$ cat src/rtl/lamp_retry_seq.sv
module lamp_retry_seq #(
  parameter int PRECOND_CYCLES = 16,
  parameter int RETRY_LIMIT    = 7,
  parameter int CNT_W          = 3,
  parameter int SYNC_STAGES    = 2
) (
  input  logic             clk,
  input  logic             rst_n,
  input  logic             supply_ok_in,
  input  logic             pin_high_in,
  input  logic             pin_low_in,
  input  logic             open_lamp_in,
  input  logic             no_lock_in,
  output logic             osc_en,
  output logic             gate_en,
  output logic             ea_precond,
  output logic             pin_discharge,
  output logic             low_power,
  output logic [CNT_W-1:0] retry_cnt
);
  localparam int NFLAG   = 5;
  localparam int CHAIN_W = SYNC_STAGES * NFLAG;
  localparam int TMR_W   = (PRECOND_CYCLES > 1) ? $clog2(PRECOND_CYCLES) : 1;
  localparam logic [TMR_W-1:0] TMR_LAST = TMR_W'(PRECOND_CYCLES - 1);
  localparam logic [CNT_W-1:0] CNT_MAX  = CNT_W'(RETRY_LIMIT);

  typedef enum logic [2:0] {
    ST_UV, ST_OFF, ST_INIT, ST_RUN, ST_OPEN, ST_NOLOCK, ST_LOCKOUT
  } st_t;

  st_t               st, st_n;
  logic [TMR_W-1:0]  tmr;
  logic [CHAIN_W-1:0] chain;
  logic [NFLAG-1:0]  raw, flg;
  logic              s_sup, s_hi, s_lo, s_open, s_nl;

  assign raw = {no_lock_in, open_lamp_in, pin_low_in, pin_high_in, supply_ok_in};

  always_ff @(posedge clk or negedge rst_n)
    if (!rst_n) chain <= '0;
    else        chain <= {chain[CHAIN_W-NFLAG-1:0], raw};

  assign flg    = chain[CHAIN_W-1 -: NFLAG];
  assign s_sup  = flg[0];
  assign s_hi   = flg[1];
  assign s_lo   = flg[2];
  assign s_open = flg[3];
  assign s_nl   = flg[4];

  always_comb begin
    st_n = st;
    if (!s_sup)      st_n = ST_UV;
    else if (s_hi)   st_n = ST_OFF;
    else begin
      case (st)
        ST_UV, ST_OFF:     if (s_lo) st_n = ST_INIT;
        ST_INIT:           if (tmr == TMR_LAST) st_n = ST_RUN;
        ST_RUN:            if (s_open) st_n = ST_OPEN;
                           else if (s_nl) st_n = ST_NOLOCK;
        ST_OPEN, ST_NOLOCK: st_n = (retry_cnt == CNT_MAX) ? ST_LOCKOUT : ST_INIT;
        ST_LOCKOUT:        st_n = ST_LOCKOUT;
        default:           st_n = ST_UV;
      endcase
    end
  end

  always_ff @(posedge clk or negedge rst_n)
    if (!rst_n) begin
      st        <= ST_UV;
      tmr       <= '0;
      retry_cnt <= '0;
    end else begin
      st  <= st_n;
      tmr <= (st == ST_INIT && st_n == ST_INIT) ? tmr + 1'b1 : '0;
      if (st_n == ST_UV || st_n == ST_OFF)
        retry_cnt <= '0;
      else if (st == ST_RUN && (st_n == ST_OPEN || st_n == ST_NOLOCK) && retry_cnt != CNT_MAX)
        retry_cnt <= retry_cnt + 1'b1;
    end

  assign osc_en        = (st == ST_INIT) || (st == ST_RUN) || (st == ST_OPEN) ||
                         (st == ST_NOLOCK) || (st == ST_LOCKOUT);
  assign gate_en       = (st == ST_INIT) || (st == ST_RUN) || (st == ST_OPEN) || (st == ST_NOLOCK);
  assign ea_precond    = (st == ST_INIT);
  assign pin_discharge = (st == ST_INIT);
  assign low_power     = (st == ST_OFF);

  a_r1_uv_quiet: assert property (@(posedge clk) disable iff (!rst_n)
    !s_sup |=> (!osc_en && !gate_en && !ea_precond && retry_cnt == '0));

  a_r2_off_lowpower: assert property (@(posedge clk) disable iff (!rst_n)
    (s_sup && s_hi) |=> (low_power && !osc_en && !gate_en && retry_cnt == '0));

  a_r3_hold_off: assert property (@(posedge clk) disable iff (!rst_n)
    (st == ST_OFF && s_sup && !s_lo) |=> (!osc_en && !gate_en));

  a_r4_precond_pair: assert property (@(posedge clk) disable iff (!rst_n)
    ea_precond |-> (osc_en && gate_en && pin_discharge && !low_power));

  a_r6_count_step: assert property (@(posedge clk) disable iff (!rst_n)
    (retry_cnt != $past(retry_cnt)) |->
      (retry_cnt == CNT_W'($past(retry_cnt) + 1'b1) || retry_cnt == '0));

  a_r7_lockout_out: assert property (@(posedge clk) disable iff (!rst_n)
    (st == ST_LOCKOUT) |-> (retry_cnt == CNT_MAX && osc_en && !gate_en));

  a_r8_lockout_hold: assert property (@(posedge clk) disable iff (!rst_n)
    (st == ST_LOCKOUT && s_sup && !s_hi) |=> (st == ST_LOCKOUT));

  a_r11_reset_quiet: assert property (@(posedge clk)
    !rst_n |-> (!osc_en && !gate_en && !low_power && retry_cnt == '0));
endmodule

$ cat config.mk
export PLATFORM = sky130hd
export DESIGN_NAME = lamp_retry_seq
export DESIGN_NICKNAME = d
export VERILOG_FILES = /design/src/rtl/lamp_retry_seq.sv
export SDC_FILE = /design/constraint.sdc
export NUM_CORES = 1
export LEC_CHECK = 0
export ABC_AREA = 1
export BUFFER_PORTS_ARGS = -buffer_cell sky130_fd_sc_hd__buf_2
export CAP_MARGIN = 25
export CORE_MARGIN = 1
export CORE_UTILIZATION = 40
export DETAILED_ROUTE_END_ITERATION = 7
export HOLD_SLACK_MARGIN = 0.12
export PLACE_DENSITY = 0.66
export SLEW_MARGIN = 20
export SYNTH_ARGS = -nofsm -noshare
export SYNTH_HDL_FRONTEND = slang
export SYNTH_SLANG_ARGS = --single-unit
$ cat constraint.sdc
create_clock -name clk -period 1.6 [get_ports clk]
set_input_delay 0.08 -clock clk [delete_from_list [all_inputs] [get_ports clk]]
set_output_delay 0.08 -clock clk [all_outputs]
set_load 0.01 [all_outputs]
## Yosys cells after proc, flatten, opt, wreduce, memory -nomap -nowiden

Cells that the tools add are included.

- Output and inout bits: 8
- Bits of input ports: 7
- Register bits after elaboration: 20
- Word-level logic and storage cells: 44

- $add $sub $neg: 2
- Reductions and logical operators: 14
- Mux-type cells: 11
- Equality and inequality tests: 13

Operators with widths:

| cell | number |
|---|---|
| $mux 3 | 9 |
| $eq 3x3->1 const B | 6 |
| $pmux 3 s5 | 1 |
| $eq 3x2->1 const B | 3 |
| $eq 3x1->1 const B | 2 |
| $logic_not 3->1 | 2 |
| $logic_or 1x1->1 | 6 |
| $add 4x1->4 const B | 1 |
| $eq 4x4->1 const B | 1 |
| $mux 4 | 1 |
| $reduce_or 2->1 | 2 |
| $add 3x1->3 const B | 1 |
| $logic_and 1x1->1 | 3 |
| $ne 3x3->1 const B | 1 |
| $reduce_bool 2->1 | 1 |

## Logic depth before layout (Yosys ltp)

Gate-level depths: netlist of run 1.

- Depth in word-level cells: 11
- Depth in mapped cells: 9
- Depth with buffers taken out: 9

## Worst setup path before layout of run 1

OpenSTA, ideal clock, no wires.

- Path type: reg2reg
- From: register retry_cnt[0]
- To: register retry_cnt[2]
- Setup slack: 278 ps
- Cell stages (with the launch flop): 9
- Arrival time: 1203 ps
- Setup time: 119 ps
- Period minus slack after synthesis: 1322 ps
- Path buffers: 0
- Required time: 1481 ps
- Cell sequence: dfrtp_1 > ha_1 > ha_1 > nand2_1 > nand3_1 > nand2_1 > nand2_2 > nand2_1 > nor2_1

- Word-level cells in the longest chain between the ends: 10
- Elaborated cells between the ends (all ways): 18
- Those cells by class: add/sub: 1; eq/ne: 5; mux: 6; reduce/logical: 6

RTL lines:

| element | RTL line | source |
|---|---|---|
| start, declared | 19 | `output logic [CNT_W-1:0] retry_cnt` |
| start signal, assigned | 78 | `retry_cnt <= retry_cnt + 1'b1;` |
| $eq 3x3->1 | 60 | `ST_OPEN, ST_NOLOCK: st_n = (retry_cnt == CNT_MAX) ? ST_LOCKOUT : ST_INIT;` |
| $mux 3 | 60 |  |
| $pmux 3 s5 | 55 | `case (st)` |
| $mux 3 | 53 | `else if (s_hi) st_n = ST_OFF;` |
| $mux 3 | 52 | `if (!s_sup) st_n = ST_UV;` |
| $eq 3x3->1 | 77 | `else if (st == ST_RUN && (st_n == ST_OPEN \|\| st_n == ST_NOLOCK) && retry_cnt != CNT_MAX)` |
| $logic_or 1x1->1 | 77 |  |
| $logic_and 1x1->1 (2 in a row) | 77 |  |
| $reduce_bool 2->1 (no source line) | - |  |

Parallel ways exist; a longest one is shown, timed or not. The select of a mux whose other input is x is not followed.
A chain may end at the register's enable or synchronous reset.

## Final worst setup path of run 1

- From: register st[2]
- To: output port osc_en

- Word-level cells in the longest chain between the ends: 5
- Elaborated cells between the ends (all ways): 9
- Those cells by class: eq/ne: 5; reduce/logical: 4

RTL lines:

| element | RTL line | source |
|---|---|---|
| start, declared | 31 | `st_t st, st_n;` |
| start signal, assigned | 73 | `st <= st_n;` |
| $eq 3x2->1 | 81 | `assign osc_en = (st == ST_INIT) \|\| (st == ST_RUN) \|\| (st == ST_OPEN) \|\|` |
| $logic_or 1x1->1 (3 in a row) | 81 |  |
| $logic_or 1x1->1 (*) | 82 | `(st == ST_NOLOCK) \|\| (st == ST_LOCKOUT);` |
| end, declared | 14 | `output logic osc_en,` |

Every way passes the cells marked *; elsewhere a longest branch is shown, timed or not.

==> results of run 1 <==
## cell families after synthesis
family | after synthesis | share of synthesized area
AND/OR/NAND/NOR | 44 | 0.254
flip-flops | 20 | 0.584
buffers and inverters | 14 | 0.0657
AO/OA/AOI/OAI | 5 | 0.0321
adder cells (fa/ha/maj) | 3 | 0.0438
XOR/XNOR | 2 | 0.0204
## flip-flops by register name, indices dropped and copies added, names as in the netlist
register	flops
chain	10
retry_cnt	3
st	3
tmr	4
## worst max-delay path by stage
stage                        startpoint                  endpoint  cells past startpoint  slack, ps
2_1_floorplan  retry_cnt[0]$_DFFE_PN0P_  retry_cnt[2]$_DFFE_PN0P_                      8        280
3_5_place_dp   retry_cnt[0]$_DFFE_PN0P_  retry_cnt[1]$_DFFE_PN0P_                      8        240
6_report                st[2]$_DFF_PN0_                    osc_en                      5        160
5_1_grt                 st[1]$_DFF_PN0_                    osc_en                      6         80
4_1_cts                 st[2]$_DFF_PN0_                    osc_en                      5        150
3_3_place_gp   retry_cnt[0]$_DFFE_PN0P_  retry_cnt[1]$_DFFE_PN0P_                      8        280
## stage by stage
stage	worst slack (ps)	total power, uW	std cells	utilization	hold WS, ps
3_5_place_dp	242	605	128	0.481	36.9
3_3_place_gp	278	604	128	0.481	38.2
6_report	158	819	137	0.523	254
4_1_cts	151	832	137	0.523	252
2_1_floorplan	278	577	88	-	-216
5_1_grt	77.0	861	137	0.523	295
## cell usage in the layout, fill, tap and decap left out, drive strengths merged
| cell type | Yosys | layout |
|---|---|---|
| o21bai | 1 | 1 |
| clkbuf | 0 | 3 |
| nor3 | 1 | 1 |
| a21oi | 2 | 2 |
| dlygate4sd3 | 0 | 6 |
| nand3b | 3 | 3 |
| o21ai | 2 | 2 |
| ha | 3 | 3 |
| inv | 13 | 13 |
| dfrtp | 20 | 20 |
| or2 | 1 | 1 |
| nand3 | 7 | 7 |
| nand4 | 1 | 1 |
| xor2 | 1 | 1 |
| nand2 | 15 | 15 |
| buf | 1 | 14 |
| xnor2 | 1 | 1 |
| nor2 | 16 | 16 |
## power by group
part	internal [uW]	switching, uW	total, uW
clock network	87.3	126	213
logic	33.1	42.8	75.8
registers	522	8.21	530
## Yosys cell counts
cell type / n / share of area
nand3b_1: 3 / 0.026
ha_1: 3 / 0.044
nand2_1: 13 / 0.057
nor2_2: 2 / 0.015
nand2_2: 2 / 0.015
dfrtp_1: 20 / 0.58
inv_1: 11 / 0.048
nor2_4: 1 / 0.013
nor3_1: 1 / 0.0058
a21oi_1: 2 / 0.012
inv_2: 2 / 0.0088
xnor2_1: 1 / 0.010
or2_4: 1 / 0.010
o21bai_1: 1 / 0.0088
o21ai_1: 1 / 0.0058
nand3_1: 7 / 0.041
nor2_1: 13 / 0.057
nand4_2: 1 / 0.015
buf_4: 1 / 0.0088
o21ai_0: 1 / 0.0058
xor2_1: 1 / 0.010
## layer usage
layer	share of wire	track usage	up-vias
li1	-	-	325
met1	0.50	0.163	267
met2	0.44	0.149	15
met3	0.040	0.0222	2
met4	0.011	0.0833	0
met5	0	0	-
## worst register-to-register path: stages, from the launching register on
cell and delay [ps]:
dfrtp_1 420, ha_1 210, ha_1 220, nand2_1 80, nand3_1 70, nand2_1 90, nand2_2 70, nand2_1 80
nor2_1 40
## layout make-up
class,count,area [um2]
flip-flops and latches,20,500
repair buffers,20,130
clock buffers,3,22.5
multi-input cells,54,300
well taps,27,33.8
fillers,173,946
inverters,13,48.8
## timing repair
| action | 4_1_cts | 5_1_grt |
|---|---|---|
| gates resized for setup | 0 | 0 |
| hold buffers | 6 | 0 |
| hold endpoints to repair | 25 | 0 |
==> run metrics, run 1 <==
CTS Sinks 20; dominant delay contributor by cell family on the critical path flip-flops; fraction of the cycle the final worst path needs 0.901; Critical path buffers and inverters 2; Setup-failing EPs final 0; via count of the first global-routing pass approximately 420; number of buffers added by the clock tree synthesis step 3; required time of the critical path between 1500 and 2000 ps; number of DRC markers in iteration 0 7; post-detailed-route count of antenna-violating nets 0; Setup CP Type reg -> out; crit end category output pin; Max VDD drop around 0.00047 V; static power due to leakage 0.000561 uW; drt wl/cell 8.91 um; type of origin of the critical path register; Register-to-Register Path Depth 8; count of nets after finishing about 120; global-route wire length before repair around 1700 um; maximum fanout count along the critical path 7; maximum single-stage delay on the critical path between 400 and 500 ps; Critical-path top delay cell dfrtp_1; Power per Cell Area between 700 and 800 nW/um2; layout cells sized above 1 0.236; clock transition at the registers of the reported paths ~100 ps; fraction of the yosys area taken by sequential cells 0.584; number of library cell types mapped by synthesis 21; max-cap check violation count 0; net count of the mapped netlist a little under 100; setup bufs post-CTS 0; peak clock frequency supported by timing 0.693 GHz; site row count 16; unrepaired setup endpoints after global routing false; total die area ~2300 um2; Detailed Route WL 1220 um; Initial DRT Pass Iterations 4; Syn Area/Cell 9.74 um2; cell-by-cell trace of the critical path inv_2 > nor2_1 > nand3b_1 > o21bai_1 > buf_2; clock root buffer clkbuf_4; max-slew headroom at the worst pin 0.725; DR vias 609; #FFs+latches synth 20; placed cell areas between 900 and 1000 um2; transition at the pin with the smallest max-transition slack between 400 and 500 ps; netlist area before placement 857 um2; status completed; number of levels the H-tree was split into 1; Starting Density 0.432; number of antenna violations at the first check in global routing 0; half-perimeter wire length after detailed placement 904 um; clock tree from TritonCTS done; number of instances in the synthesized netlist between 80 and 90; core area just under 2000 um2; die span in y ~48 um; I/O pins 15; Port-buffer cells 14; ant diodes 0; r2r setup slk 230 ps; setup TNS after final layout 0 ps; width of the die roughly 48 um; crit path DAT approximately 1400 ps; layout overhead on the synthesized area 20.9%; pin count of the biggest net entering global routing 21; average via count per standard cell approximately 4.4; final hold vios 0; final setup skew between 6 and 7 ps; shortest period the worst path allows between 1000 and 1500 ps; Final Max Tran Viols 0; Bufs on Longest Clock Path 2; Ys Warns 0; clock network latency to the later pin of the worst-skew pair between 200 and 300 ps; # DRC 0; placer's final routability congestion estimate between 0.7 and 0.8; total grt overflow 0; area of all placed cells without fillers a little over 1000 um2; GRT Util Overall 0.113; Reg-to-Reg Start retry_cnt[0]$_DFFE_PN0P_; Tightest Hold Check Type in -> async; Critical R2R Capture retry_cnt[1]$_DFFE_PN0P_
Note: power is estimated with default switching activity, not from simulation.
==> run 2, diff against run 1 <==
--- a/config.mk
+++ b/config.mk
@@ -8,11 +8,13 @@
 export ABC_AREA = 1
 export BUFFER_PORTS_ARGS = -buffer_cell sky130_fd_sc_hd__buf_2
 export CAP_MARGIN = 25
+export CELL_PAD_IN_SITES_DETAIL_PLACEMENT = 0
+export CELL_PAD_IN_SITES_GLOBAL_PLACEMENT = 1
 export CORE_MARGIN = 1
 export CORE_UTILIZATION = 40
 export DETAILED_ROUTE_END_ITERATION = 7
 export HOLD_SLACK_MARGIN = 0.12
-export PLACE_DENSITY = 0.66
+export PLACE_DENSITY = 0.81
 export SLEW_MARGIN = 20
 export SYNTH_ARGS = -nofsm -noshare
 export SYNTH_HDL_FRONTEND = slang
==> run 2 against run 1 <==
Final area grew 1.3%. First-iteration DRC count shrank 14%. Worst setup slack worse by 15 ps. Largest power group unchanged. Global-route usage up 1.3 points. Via count increased by 0.66%. Cell count rose by 0.73%. Clock power rose by 32%. Power rose by 8.4%. Hold slack got worse by 8.7 ps. Maximum frequency is 1.0% lower. Wire length increased by 9.9%. Clock-buffer cell count grew 1.
==> run metrics, run 2 (synthesis results as in run 1) <==
half-perimeter wire length after detailed placement 981 um (was 904 um); post-detailed-route count of antenna-violating nets 0 (unchanged); required time of the critical path 1520 ps (about the same); die span in y 48.3 um (unchanged); Biggest register chain (unchanged); post-cts repair resize count 0 (unchanged); clock root buffer clkbuf_4 (unchanged); r2r setup slk 210 ps (was 230 ps); # DRC 0 (unchanged); Reg-to-Reg Start retry_cnt[0]$_DFFE_PN0P_ (unchanged); status completed (unchanged); CTS Sinks 20 (unchanged); clock tree from TritonCTS done (unchanged); shortest period the worst path allows 1460 ps (was 1440 ps); net switching share of the total power 0.219 (was 0.216); transition at the pin with the smallest max-transition slack 431 ps (was 412 ps); Port-buffer cells 14 (unchanged); final hold vios 0 (unchanged); type of origin of the critical path register (unchanged); number of antenna violations at the first check in global routing 0 (unchanged); peak clock frequency supported by timing 0.686 GHz (was 0.693 GHz); number of buffers added by the clock tree synthesis step 3 (unchanged); layout overhead on the synthesized area 22.5% (was 20.9%); most frequent standard cell in the layout excluding fill and tap cells dfrtp_1 (unchanged); clock network latency to the later pin of the worst-skew pair 290 ps (was 280 ps); total grt overflow 0 (unchanged); pin count of the biggest net entering global routing 21 (unchanged); placed cell areas 953 um2 (unchanged); drt wl/cell 9.72 um (was 8.91 um); internal power 693 uW (was 642 uW); setup bufs post-CTS 0 (unchanged); Max VDD drop 0.000497 V (was 0.000470 V); Initial DRT Pass Iterations 4 (unchanged); worst setup path startpoint st[2]$_DFF_PN0_ (unchanged); most frequent cells in the layout dfrtp_1, buf_2, nand2_1, nor2_1, inv_1 (unchanged); logic gate share of total power 0.086 (was 0.093); Tightest Hold Check Type in -> async (unchanged); share of total power in sequential cells 0.597 (was 0.647); core area 1980 um2 (unchanged); part of the power in the clock network 0.317 (was 0.261); Detailed Route WL 1340 um (was 1220 um); fraction of the cycle the final worst path needs 0.911 (was 0.901); setup TNS after final layout 0 ps (unchanged); Setup-failing EPs final 0 (unchanged); layout filler cell count 195 (was 173); width of the die 48.3 um (unchanged); leading registers by flop count chain x10, tmr x4 (unchanged); unrepaired setup endpoints after global routing false (unchanged); crit end category output pin (unchanged); count of nets after finishing 122 (unchanged); Power per Cell Area 846 nW/um2 (was 791 nW/um2); number of DRC markers in iteration 0 6 (was 7); placer's final routability congestion estimate 0.755 (was 0.766); DR vias 613 (was 609); max reg flops 10 (unchanged); final setup skew 10.2 ps (was 7.00 ps); switching component of the power 195 uW (was 177 uW); area of all placed cells without fillers 1050 um2 (was 1040 um2); max-cap check violation count 0 (unchanged); static power due to leakage 0.000568 uW (was 0.000561 uW); I/O pins 15 (unchanged); GRT Util Overall 0.126 (was 0.113); global-route wire length before repair 1950 um (was 1720 um); Final Max Tran Viols 0 (unchanged); maximum fanout count along the critical path 7 (unchanged); number of levels the H-tree was split into 1 (unchanged); ant diodes 0 (unchanged); Bufs on Longest Clock Path 2 (unchanged); average via count per standard cell 4.44 (was 4.45); crit path DAT 1380 ps (was 1360 ps); max-slew headroom at the worst pin 0.712 (was 0.725); layout cells sized above 1 0.243 (was 0.236); Starting Density 0.432 (unchanged); via count of the first global-routing pass 511 (was 423); total die area 2330 um2 (unchanged); clock transition at the registers of the reported paths 110 ps (was 100 ps); site row count 16 (unchanged); Setup CP Type reg -> out (unchanged)
## run 2: cell count changes in the layout (fill, tap and decap cells not counted), sizes merged
cell | before | now
clkbuf | 3 | 4
## run 2: power by group through the flow
stage                     clock network [uW]  logic (uW)  registers [uW]
final                                    281        76.4             530
after global routing                     308        86.9             532
after CTS                                289        77.1             530
after detailed placement                   0        66.1             540
after global placement                     0        65.0             540
after floorplan                            0        38.2             538
## run 2: layer usage
metal	part of all wire	track usage	wire [um]
met5	0	0	0
met4	0.0097	0.0667	13
met3	0.035	0.0222	47
met2	0.45	0.189	602
met1	0.50	0.174	677
## run 2: stage by stage
| step | setup slack, ps | utilization | total power (uW) | hold WS [ps] | std cells |
|---|---|---|---|---|---|
| 4_1_cts | 135 | 0.530 | 896 | 247 | 138 |
| 5_1_grt | 39.0 | 0.530 | 926 | 296 | 138 |
| 6_report | 143 | 0.530 | 888 | 245 | 138 |
| 3_3_place_gp | 279 | 0.481 | 605 | 36.9 | 128 |
| 3_5_place_dp | 223 | 0.481 | 606 | 39.1 | 128 |
| 2_1_floorplan | 278 | - | 577 | -216 | 88 |
## run 2: layout make-up
class / instances / area (um2) / share of cell area
tap: 27 / 33.8 / 0.0322
timing repair buffer: 20 / 130 / 0.124
clock buffer: 4 / 36.3 / 0.0346
multi-input combinational: 54 / 300 / 0.286
inverter: 13 / 48.8 / 0.0465
sequential: 20 / 500 / 0.477
## run 2: timing repair
item / in CTS / in global routing
endpoints found under the hold margin: 25 / 0
hold buffers: 6 / 0
setup endpoints to repair: 0 / 0
## run 2: worst paths after layout
path	to	cells past startpoint
worst min register to register	chain[5]$_DFF_PN0_	0
max in group asynchronous	tmr[1]$_DFF_PN0_	2
worst max register to register	retry_cnt[1]$_DFFE_PN0P_	8
worst max-delay path	osc_en	5
worst min-delay path	st[1]$_DFF_PN0_	2
min in group clk	chain[5]$_DFF_PN0_	0
## run 2: critical path: stages, from the launching register on
cell and delay, ps:
dfrtp_1 480, inv_2 70, nand3_1 130, nand3b_1 110
o21bai_1 160, buf_2 140
